$ cat src/rtl/boot_remap_pkg.sv
package boot_remap_pkg;

  // Destination indices; the value is the bit position in dec_sel
  typedef enum logic [2:0] {
    TGT_ROM    = 3'd0,
    TGT_RAM    = 3'd1,
    TGT_SDRAM  = 3'd2,
    TGT_BRIDGE = 3'd3,
    TGT_PERIPH = 3'd4,
    TGT_DERR   = 3'd5
  } tgt_e;

  localparam int unsigned TGT_N = 6;

  // Remap state layout
  localparam int unsigned RMP_W       = 2;
  localparam int unsigned RMP_CPU_RAM = 0;  // 1: on-chip RAM at zero for processor
  localparam int unsigned RMP_DMA_RAM = 1;  // 1: on-chip RAM at zero for others
  localparam logic [RMP_W-1:0] RMP_RESET = 2'b10;

endpackage

$ cat src/rtl/remap_state_reg.sv
module remap_state_reg #(
  parameter int unsigned        W   = 2,
  parameter logic [W-1:0]       RST = '0
) (
  input  logic         clk,
  input  logic         rst_n,
  input  logic         set_we,
  input  logic [W-1:0] set_bits,
  input  logic         clr_we,
  input  logic [W-1:0] clr_bits,
  output logic [W-1:0] value
);

  for (genvar b = 0; b < W; b++) begin : g_bit
    always_ff @(posedge clk) begin
      if (!rst_n) begin
        value[b] <= RST[b];
      end else if (clr_we && clr_bits[b]) begin
        value[b] <= 1'b0;
      end else if (set_we && set_bits[b]) begin
        value[b] <= 1'b1;
      end
    end
  end

endmodule

$ cat src/rtl/sdram_filter_reg.sv
module sdram_filter_reg #(
  parameter int unsigned     MB_W   = 12,
  parameter logic [MB_W-1:0] LO_RST = 1,
  parameter logic [MB_W-1:0] HI_RST = '1
) (
  input  logic            clk,
  input  logic            rst_n,
  input  logic            we,
  input  logic [MB_W-1:0] lo_in,
  input  logic [MB_W-1:0] hi_in,
  output logic [MB_W-1:0] lo_q,
  output logic [MB_W-1:0] hi_q
);

  always_ff @(posedge clk) begin
    if (!rst_n) begin
      lo_q <= LO_RST;
      hi_q <= HI_RST;
    end else if (we) begin
      lo_q <= lo_in;
      hi_q <= hi_in;
    end
  end

endmodule

$ cat src/rtl/region_decoder.sv
module region_decoder
  import boot_remap_pkg::*;
#(
  parameter int unsigned        ADDR_W      = 32,
  parameter int unsigned        MB_SHIFT    = 20,
  parameter int unsigned        ROM_BYTES   = 'h2_0000,
  parameter int unsigned        RAM_BYTES   = 'h4_0000,
  parameter logic [ADDR_W-1:0]  BRIDGE_BASE = 'hC000_0000,
  parameter logic [ADDR_W-1:0]  PERIPH_BASE = 'hFF00_0000,
  parameter logic [ADDR_W-1:0]  RAM_HI_BASE = 'hFFE0_0000,
  parameter logic [ADDR_W-1:0]  ROM_HI_BASE = 'hFFFC_0000,
  localparam int unsigned       MB_W        = ADDR_W - MB_SHIFT
) (
  input  logic              valid,
  input  logic              is_cpu,
  input  logic [ADDR_W-1:0] addr,
  input  logic [RMP_W-1:0]  rmp,
  input  logic [MB_W-1:0]   flt_lo,
  input  logic [MB_W-1:0]   flt_hi,
  output logic [TGT_N-1:0]  sel,
  output logic [ADDR_W-1:0] offset
);

  localparam logic [ADDR_W-1:0] ROM_LIM    = ADDR_W'(ROM_BYTES);
  localparam logic [ADDR_W-1:0] RAM_LIM    = ADDR_W'(RAM_BYTES);
  localparam logic [ADDR_W-1:0] ROM_HI_END = ROM_HI_BASE + ROM_LIM;
  localparam logic [ADDR_W-1:0] RAM_HI_END = RAM_HI_BASE + RAM_LIM;

  tgt_e              tgt;
  logic [ADDR_W-1:0] off_raw;
  logic [MB_W-1:0]   mb_idx;
  logic              in_window;
  logic              low_rom, low_ram_cpu, low_ram_dma;

  assign mb_idx      = addr[ADDR_W-1:MB_SHIFT];
  assign in_window   = (mb_idx >= flt_lo) && (mb_idx < flt_hi);
  assign low_rom     = !rmp[RMP_CPU_RAM] && (addr < ROM_LIM);
  assign low_ram_cpu =  rmp[RMP_CPU_RAM] && (addr < RAM_LIM);
  assign low_ram_dma =  rmp[RMP_DMA_RAM] && (addr < RAM_LIM);

  always_comb begin
    tgt     = TGT_DERR;
    off_raw = '0;
    if (addr >= PERIPH_BASE) begin
      if (addr >= ROM_HI_BASE && addr < ROM_HI_END) begin
        tgt     = TGT_ROM;
        off_raw = addr - ROM_HI_BASE;
      end else if (addr >= RAM_HI_BASE && addr < RAM_HI_END) begin
        tgt     = TGT_RAM;
        off_raw = addr - RAM_HI_BASE;
      end else begin
        tgt     = TGT_PERIPH;
        off_raw = addr - PERIPH_BASE;
      end
    end else if (addr >= BRIDGE_BASE) begin
      tgt     = TGT_BRIDGE;
      off_raw = addr - BRIDGE_BASE;
    end else if (is_cpu) begin
      if (low_rom) begin
        tgt     = TGT_ROM;
        off_raw = addr;
      end else if (low_ram_cpu) begin
        tgt     = TGT_RAM;
        off_raw = addr;
      end else if (in_window) begin
        tgt     = TGT_SDRAM;
        off_raw = addr;
      end
    end else begin
      tgt     = low_ram_dma ? TGT_RAM : TGT_SDRAM;
      off_raw = addr;
    end
  end

  always_comb begin
    sel    = '0;
    offset = '0;
    if (valid) begin
      sel[int'(tgt)] = 1'b1;
      offset         = off_raw;
    end
  end

endmodule

$ cat src/rtl/boot_remap_decoder.sv
module boot_remap_decoder
  import boot_remap_pkg::*;
#(
  parameter int unsigned       ADDR_W      = 32,
  parameter int unsigned       MB_SHIFT    = 20,
  parameter int unsigned       ROM_BYTES   = 'h2_0000,
  parameter int unsigned       RAM_BYTES   = 'h4_0000,
  parameter logic [ADDR_W-1:0] BRIDGE_BASE = 'hC000_0000,
  parameter logic [ADDR_W-1:0] PERIPH_BASE = 'hFF00_0000,
  parameter logic [ADDR_W-1:0] RAM_HI_BASE = 'hFFE0_0000,
  parameter logic [ADDR_W-1:0] ROM_HI_BASE = 'hFFFC_0000,
  localparam int unsigned      MB_W        = ADDR_W - MB_SHIFT
) (
  input  logic              clk,
  input  logic              rst_n,
  input  logic              req_valid,
  input  logic              req_cpu,
  input  logic [ADDR_W-1:0] req_addr,
  input  logic              rmp_set_we,
  input  logic [RMP_W-1:0]  rmp_set_bits,
  input  logic              rmp_clr_we,
  input  logic [RMP_W-1:0]  rmp_clr_bits,
  output logic [RMP_W-1:0]  rmp_value,
  input  logic              flt_we,
  input  logic [MB_W-1:0]   flt_lo_mb,
  input  logic [MB_W-1:0]   flt_hi_mb,
  output logic [MB_W-1:0]   flt_lo_q,
  output logic [MB_W-1:0]   flt_hi_q,
  output logic [TGT_N-1:0]  dec_sel,
  output logic [ADDR_W-1:0] dec_offset
);

  localparam logic [MB_W-1:0] FLT_LO_RST = MB_W'(1);
  localparam logic [MB_W-1:0] FLT_HI_RST = BRIDGE_BASE[ADDR_W-1:MB_SHIFT];

  remap_state_reg #(
    .W   (RMP_W),
    .RST (RMP_RESET)
  ) i_remap (
    .clk      (clk),
    .rst_n    (rst_n),
    .set_we   (rmp_set_we),
    .set_bits (rmp_set_bits),
    .clr_we   (rmp_clr_we),
    .clr_bits (rmp_clr_bits),
    .value    (rmp_value)
  );

  sdram_filter_reg #(
    .MB_W   (MB_W),
    .LO_RST (FLT_LO_RST),
    .HI_RST (FLT_HI_RST)
  ) i_filter (
    .clk   (clk),
    .rst_n (rst_n),
    .we    (flt_we),
    .lo_in (flt_lo_mb),
    .hi_in (flt_hi_mb),
    .lo_q  (flt_lo_q),
    .hi_q  (flt_hi_q)
  );

  region_decoder #(
    .ADDR_W      (ADDR_W),
    .MB_SHIFT    (MB_SHIFT),
    .ROM_BYTES   (ROM_BYTES),
    .RAM_BYTES   (RAM_BYTES),
    .BRIDGE_BASE (BRIDGE_BASE),
    .PERIPH_BASE (PERIPH_BASE),
    .RAM_HI_BASE (RAM_HI_BASE),
    .ROM_HI_BASE (ROM_HI_BASE)
  ) i_decode (
    .valid  (req_valid),
    .is_cpu (req_cpu),
    .addr   (req_addr),
    .rmp    (rmp_value),
    .flt_lo (flt_lo_q),
    .flt_hi (flt_hi_q),
    .sel    (dec_sel),
    .offset (dec_offset)
  );

endmodule

$ cat config.mk
export PLATFORM = sky130hd
export DESIGN_NAME = boot_remap_decoder
export DESIGN_NICKNAME = d
export VERILOG_FILES = /design/src/rtl/boot_remap_pkg.sv /design/src/rtl/remap_state_reg.sv /design/src/rtl/sdram_filter_reg.sv /design/src/rtl/region_decoder.sv /design/src/rtl/boot_remap_decoder.sv
export SDC_FILE = /design/constraint.sdc
export NUM_CORES = 1
export LEC_CHECK = 0
export ABC_AREA = 1
export BUFFER_PORTS_ARGS = -buffer_cell sky130_fd_sc_hd__buf_2
export CAP_MARGIN = 15
export CORE_MARGIN = 4
export CORE_UTILIZATION = 40
export CTS_CLUSTER_SIZE = 10
export DETAILED_ROUTE_END_ITERATION = 10
export PLACE_DENSITY = 0.78
export REMOVE_ABC_BUFFERS = 1
export SYNTH_ARGS = -nofsm -noshare
export SYNTH_HDL_FRONTEND = slang
export SYNTH_HIERARCHICAL = 1
export SYNTH_SLANG_ARGS = --single-unit
$ cat constraint.sdc
create_clock -name clk -period 1.97 [get_ports clk]
set_input_delay 0.394 -clock clk [delete_from_list [all_inputs] [get_ports clk]]
set_output_delay 0.394 -clock clk [all_outputs]
set_load 0.005 [all_outputs]
After elaboration in Yosys (flattened, before gate mapping)
Index checks and enable logic that the tools add are counted.

operators by class
  $add $sub $neg = 4
  bitwise gates (word level) = 1
  order comparisons = 12
  reduce and logical (&&, ||, !) cells = 14
  muxes and demuxes = 23

operators by type and width
  cell                                                               count
  two-way mux 32 bit                                                 9
  greater-or-equal comparator 32 bit, second input constant          4
  subtractor 32 bit, second input constant                           4
  < comparator 32 bit, second input constant                         2
  < comparator 32 x 18 -> 1 bit, second input constant               1
  < comparator 32 x 19 -> 1 bit, second input constant               1
  two-way mux 3 bit                                                  8
  greater-or-equal comparator 12 bit                                 1
  < comparator 12 bit                                                1
  logical AND 1 bit                                                  11
  two-way mux 6 bit                                                  1
  < comparator 3 x 4 -> 1 bit, second input constant                 1
  demux 1 bit (select 3 bit)                                         1
  greater-or-equal comparator 3 x 1 -> 1 bit, second input constant  1
  two-way mux 1 bit                                                  3
  two-way mux 2 bit                                                  1
  nonzero test 2 bit                                                 1
  OR reduction 2 bit                                                 1
  zero test 1 bit                                                    1
  inverter 1 bit                                                     1

word-level totals
  input port bits = 67
  register bits = 26
  output and inout bits = 64
  word-level logic and storage cells = 58

Longest topological paths before layout
  depth after elaboration = 13
  depth in mapped cells = 16
  depth with buffers taken out = 15

By module
The synthesis kept the hierarchy.

by module, submodules not included
  module            times used  seq. area each (um2)  area each (um2)  cells an instance
  region_decoder    1           0.0                   1835.5           349
  sdram_filter_reg  1           480.5                 997.2            146
  remap_state_reg   1           40.0                  78.8             12

Least setup slack after synthesis
OpenSTA, ideal clock, no wires.

  path kind = input-to-output
  start point = in req_addr[27]
  end point = out dec_offset[21]
  required time = 1.576 ns
  buffers on the path = 1
  arrival = 1.599 ns
  slack = -0.023 ns
  cell stages on the path = 13
  cells stage by stage = ha_1 nand2_1 inv_1 nand2_1 nand2_1 nand2_1 nand2_1 a21oi_2 nand2_2 nand3_2 buf_6 nand3_1 a21oi_1

between the ends
  cells in the longest elaborated chain, start to end = 9
  elaborated cells on any way between the ends = 24
  those cells by class = 10 x order compare; 9 x mux; 5 x reduce/logical

ends and longest elaborated chain
  what                                                                                   RTL line                  source
  from (decl)                                                                            boot_remap_decoder.sv:18  input logic [ADDR_W-1:0] req_addr,
  parallel branches: the longest is 7 deep, another holds < comparator 32 x 19 -> 1 bit  n/a
  two-way mux 32 bit (*)                                                                 region_decoder.sv:44      if (addr >= PERIPH_BASE) begin
  two-way mux 32 bit (*)                                                                 region_decoder.sv:78      if (valid) begin
  to (decl)                                                                              boot_remap_decoder.sv:30  output logic [ADDR_W-1:0] dec_offset

Every way passes the cells marked *.

Final worst setup path
  start point = reg i_filter.lo_q[7]
  end point = out dec_offset[25]

between the ends
  cells in the longest elaborated chain, start to end = 9

ends and longest elaborated chain
  what                                RTL line                source
  from (decl)                         sdram_filter_reg.sv:11  output logic [MB_W-1:0] lo_q,
  from (signal assigned)              sdram_filter_reg.sv:20  lo_q <= lo_in;
  greater-or-equal comparator 12 bit  region_decoder.sv:36    assign in_window = (mb_idx >= flt_lo) && (mb_idx < flt_hi);
  logical AND 1 bit                   region_decoder.sv:36
  two-way mux 32 bit                  region_decoder.sv:65    end else if (in_window) begin
  two-way mux 32 bit                  region_decoder.sv:62    end else if (low_ram_cpu) begin
  two-way mux 32 bit                  region_decoder.sv:59    if (low_rom) begin
  two-way mux 32 bit                  region_decoder.sv:58    end else if (is_cpu) begin
  two-way mux 32 bit                  region_decoder.sv:55    end else if (addr >= BRIDGE_BASE) begin
  two-way mux 32 bit                  region_decoder.sv:44
  two-way mux 32 bit                  region_decoder.sv:78

No other way between the ends.

==> results.ini <==
[synthesis]
ys_types = 25
synth-async-reset-ratio_pct = 0
netlist_area_um2 = 2910
ys.flop_type = dfxtp_1
yosysSeqAreaShare_pct = 17.9
avgSynthCellArea_um2 = 5.74
synth_edf_count = 0
yosysTopAreaCell = nand2_1
synth-seq-cells = 26
synth_area_leaders = nand2_1, dfxtp_1, ha_1, nor2_1, inv_1
syn_inst = 507
post-synth-top-area-fraction_pct = 19.3
ys_warn_count = 6

[placed_design]
pre_cts_slack_ns = -0.489
place.gp.congestion = 0.879
placed_area_um2 = 4170
port_buffers = 130
dp_hpwl_um = 7450
placed_cells = 799

[die]
start_util_pct = 41.9
fp.dieArea_um2 = 8710
io_pins = 131
fp.coreArea_um2 = 6940
dieHeight_um = 93.3
rows = 30
die_w_um = 93.3

[run]
maxCapViolations = 0

[drt]
drc = 0
drtIter0Drc = 165
routed_wl_um = 10200
dr.pass1.iters = 4
wl_per_cell_um = 12.6
vias_per_cell = 4.61
vias = 3723
ant_nets = 0

[pwr]
p_leak_nw = 2.72
peakVddDrop_mv = 0.301
p_per_area_nw_per_um2 = 394

[worst_hold_path]
hold_path_depth = 3
hold_class = in2reg

[timing]
max_clock_freq_mhz = 396
skew_ns = 0
hold_violations = 0
setup_viol = 38
slew_headroom_pct = 65.8
setup_ws_ns = -0.554
tightest_slew_ns = 0.513
rsz0062_at_grt = true
finalCritPeriodShare_pct = 128
slew_violations = 0
fin_crit_ns = 2.52

[global_route]
grt_max_degree = 29
gr-total-overflow = 0
grt_antenna_before_repair = 0
grt_pass1_wl_um = 15600
grt.total_usage_pct = 21.5
grt_pass1_vias = 3632

[layout]
finalNonFillerCells = 807
multiInputGateArea_um2 = 2330
layout_commonest_cell = buf_2
design_area_um2 = 4740
drive_gt1_share_pct = 48.0
regArea_um2 = 541
antenna_cells = 0
fin_util_pct = 68.3
n_fill_cell = 590
area_growth_pct = 62.8
layout_common_cells = buf_2, nand2_1, nor2_1
fin_nets = 812

[worst_setup_path]
path_class = reg2out
critPathLaunchType = flop
worstPathRequired_ns = 1.58
rrSetupSlack_ns = 1.16
arrival_ns = 2.13
worstPathMaxFanout = 5
reg2reg_depth = 4
critPathCaptureType = primary output

[cts]
htreeDepth = 1
clock_sinks = 26
cts.path.max_buffers = 2
cts_buffers = 3
clockRootBuffer = clkbuf_8
clk_latency_ns = 0.26
tritoncts = yes
clkTransAtPathRegs_ns = 0.09

[status]
status = finished, violations left
violations = setup timing

final timing paths:
| path | startpoint | to |
|---|---|---|
| setup / recovery | i_filter/lo_q[7] | dec_offset[25] |
| hold / removal | flt_lo_mb[0] | i_filter/lo_q[0] |
| setup reg to reg | i_filter/lo_q[7] | i_filter/lo_q[7] |
| hold reg to reg | i_filter/hi_q[0] | i_filter/hi_q[0] |
Yosys cell counts, types with 3 or more instances:
cell and count:
nor3_1 5, nor2_2 7, dfxtp_1 26, o21ai_0 5, a21oi_1 16, buf_6 10
nand2_4 3, inv_2 6, nand2_2 5, inv_1 91, a21oi_2 3, nand3_1 28
xor2_1 5, nand2_1 150, nor2_1 101, nand4_1 3, ha_1 32
sequential cells by signal, indices dropped and copies added, names as in the netlist:
name / cells
i_filter/hi_q: 12
i_remap/value: 2
i_filter/lo_q: 12
layout make-up:
cell class              count  area share, %
repair buffers            213           28.4
clock buffers               3          0.871
well taps                  96           2.53
inverters                  97           7.68
flip-flops and latches     26           11.4
multi-input cells         372           49.1
layer usage:
metal,vias to the layer above,global-route usage [%],share of wire [%]
met4,0,5.25,1.5
met1,1667,24.0,40
met5,-,0,0
met2,113,41.9,53
li1,1930,-,-
met3,13,3.22,6.0
through the flow:
step / total power, mW / hold WS (ns) / TNS, ns
after detailed placement: 1.35 / 0.491 / -16.35
after floorplan: 0.935 / 0.463 / -4.06
after CTS: 1.79 / 0.336 / -17.65
after global routing: 2.00 / 0.352 / -22.94
after global placement: 1.33 / 0.473 / -14.60
final: 1.87 / 0.346 / -19.24
where the power goes:
group          internal [mW]  total [mW]  switching, mW
Combinational          0.476       0.973          0.497
Sequential             0.566       0.588         0.0220
Clock                  0.137       0.307          0.170
critical path, stage by stage (launching register included):
cell and delay, ns:
dfxtp_2 0.35, inv_2 0.05, ha_4 0.26, nand2_2 0.05, inv_2 0.05, nand3_2 0.07
nor3_2 0.12, nand2_1 0.09, nand2_2 0.12, nand2_4 0.08, nand3_4 0.12, buf_12 0.13
o211ai_1 0.07, nor2_1 0.16, buf_2 0.14
repair_timing:
item                       CTS  global route
resized for setup           72            42
cloned                       1             0
setup endpoints to repair   38            38
hold buffers                 0             0
pin swaps                   32            23
setup buffers                2             2
logic make-up (layout without fill, tap and decap cells):
kind of cell | after synthesis | after routing | share of synthesized area, %
AND/OR/NAND/NOR | 309 | 309 | 45.1
AO/OA/AOI/OAI | 26 | 26 | 5.03
XOR/XNOR | 5 | 5 | 1.50
buffers and inverters | 109 | 313 | 16.7
flip-flops | 26 | 26 | 17.9
adder cells (fa/ha/maj) | 32 | 32 | 13.8
Power figures use the tool's default switching activity.
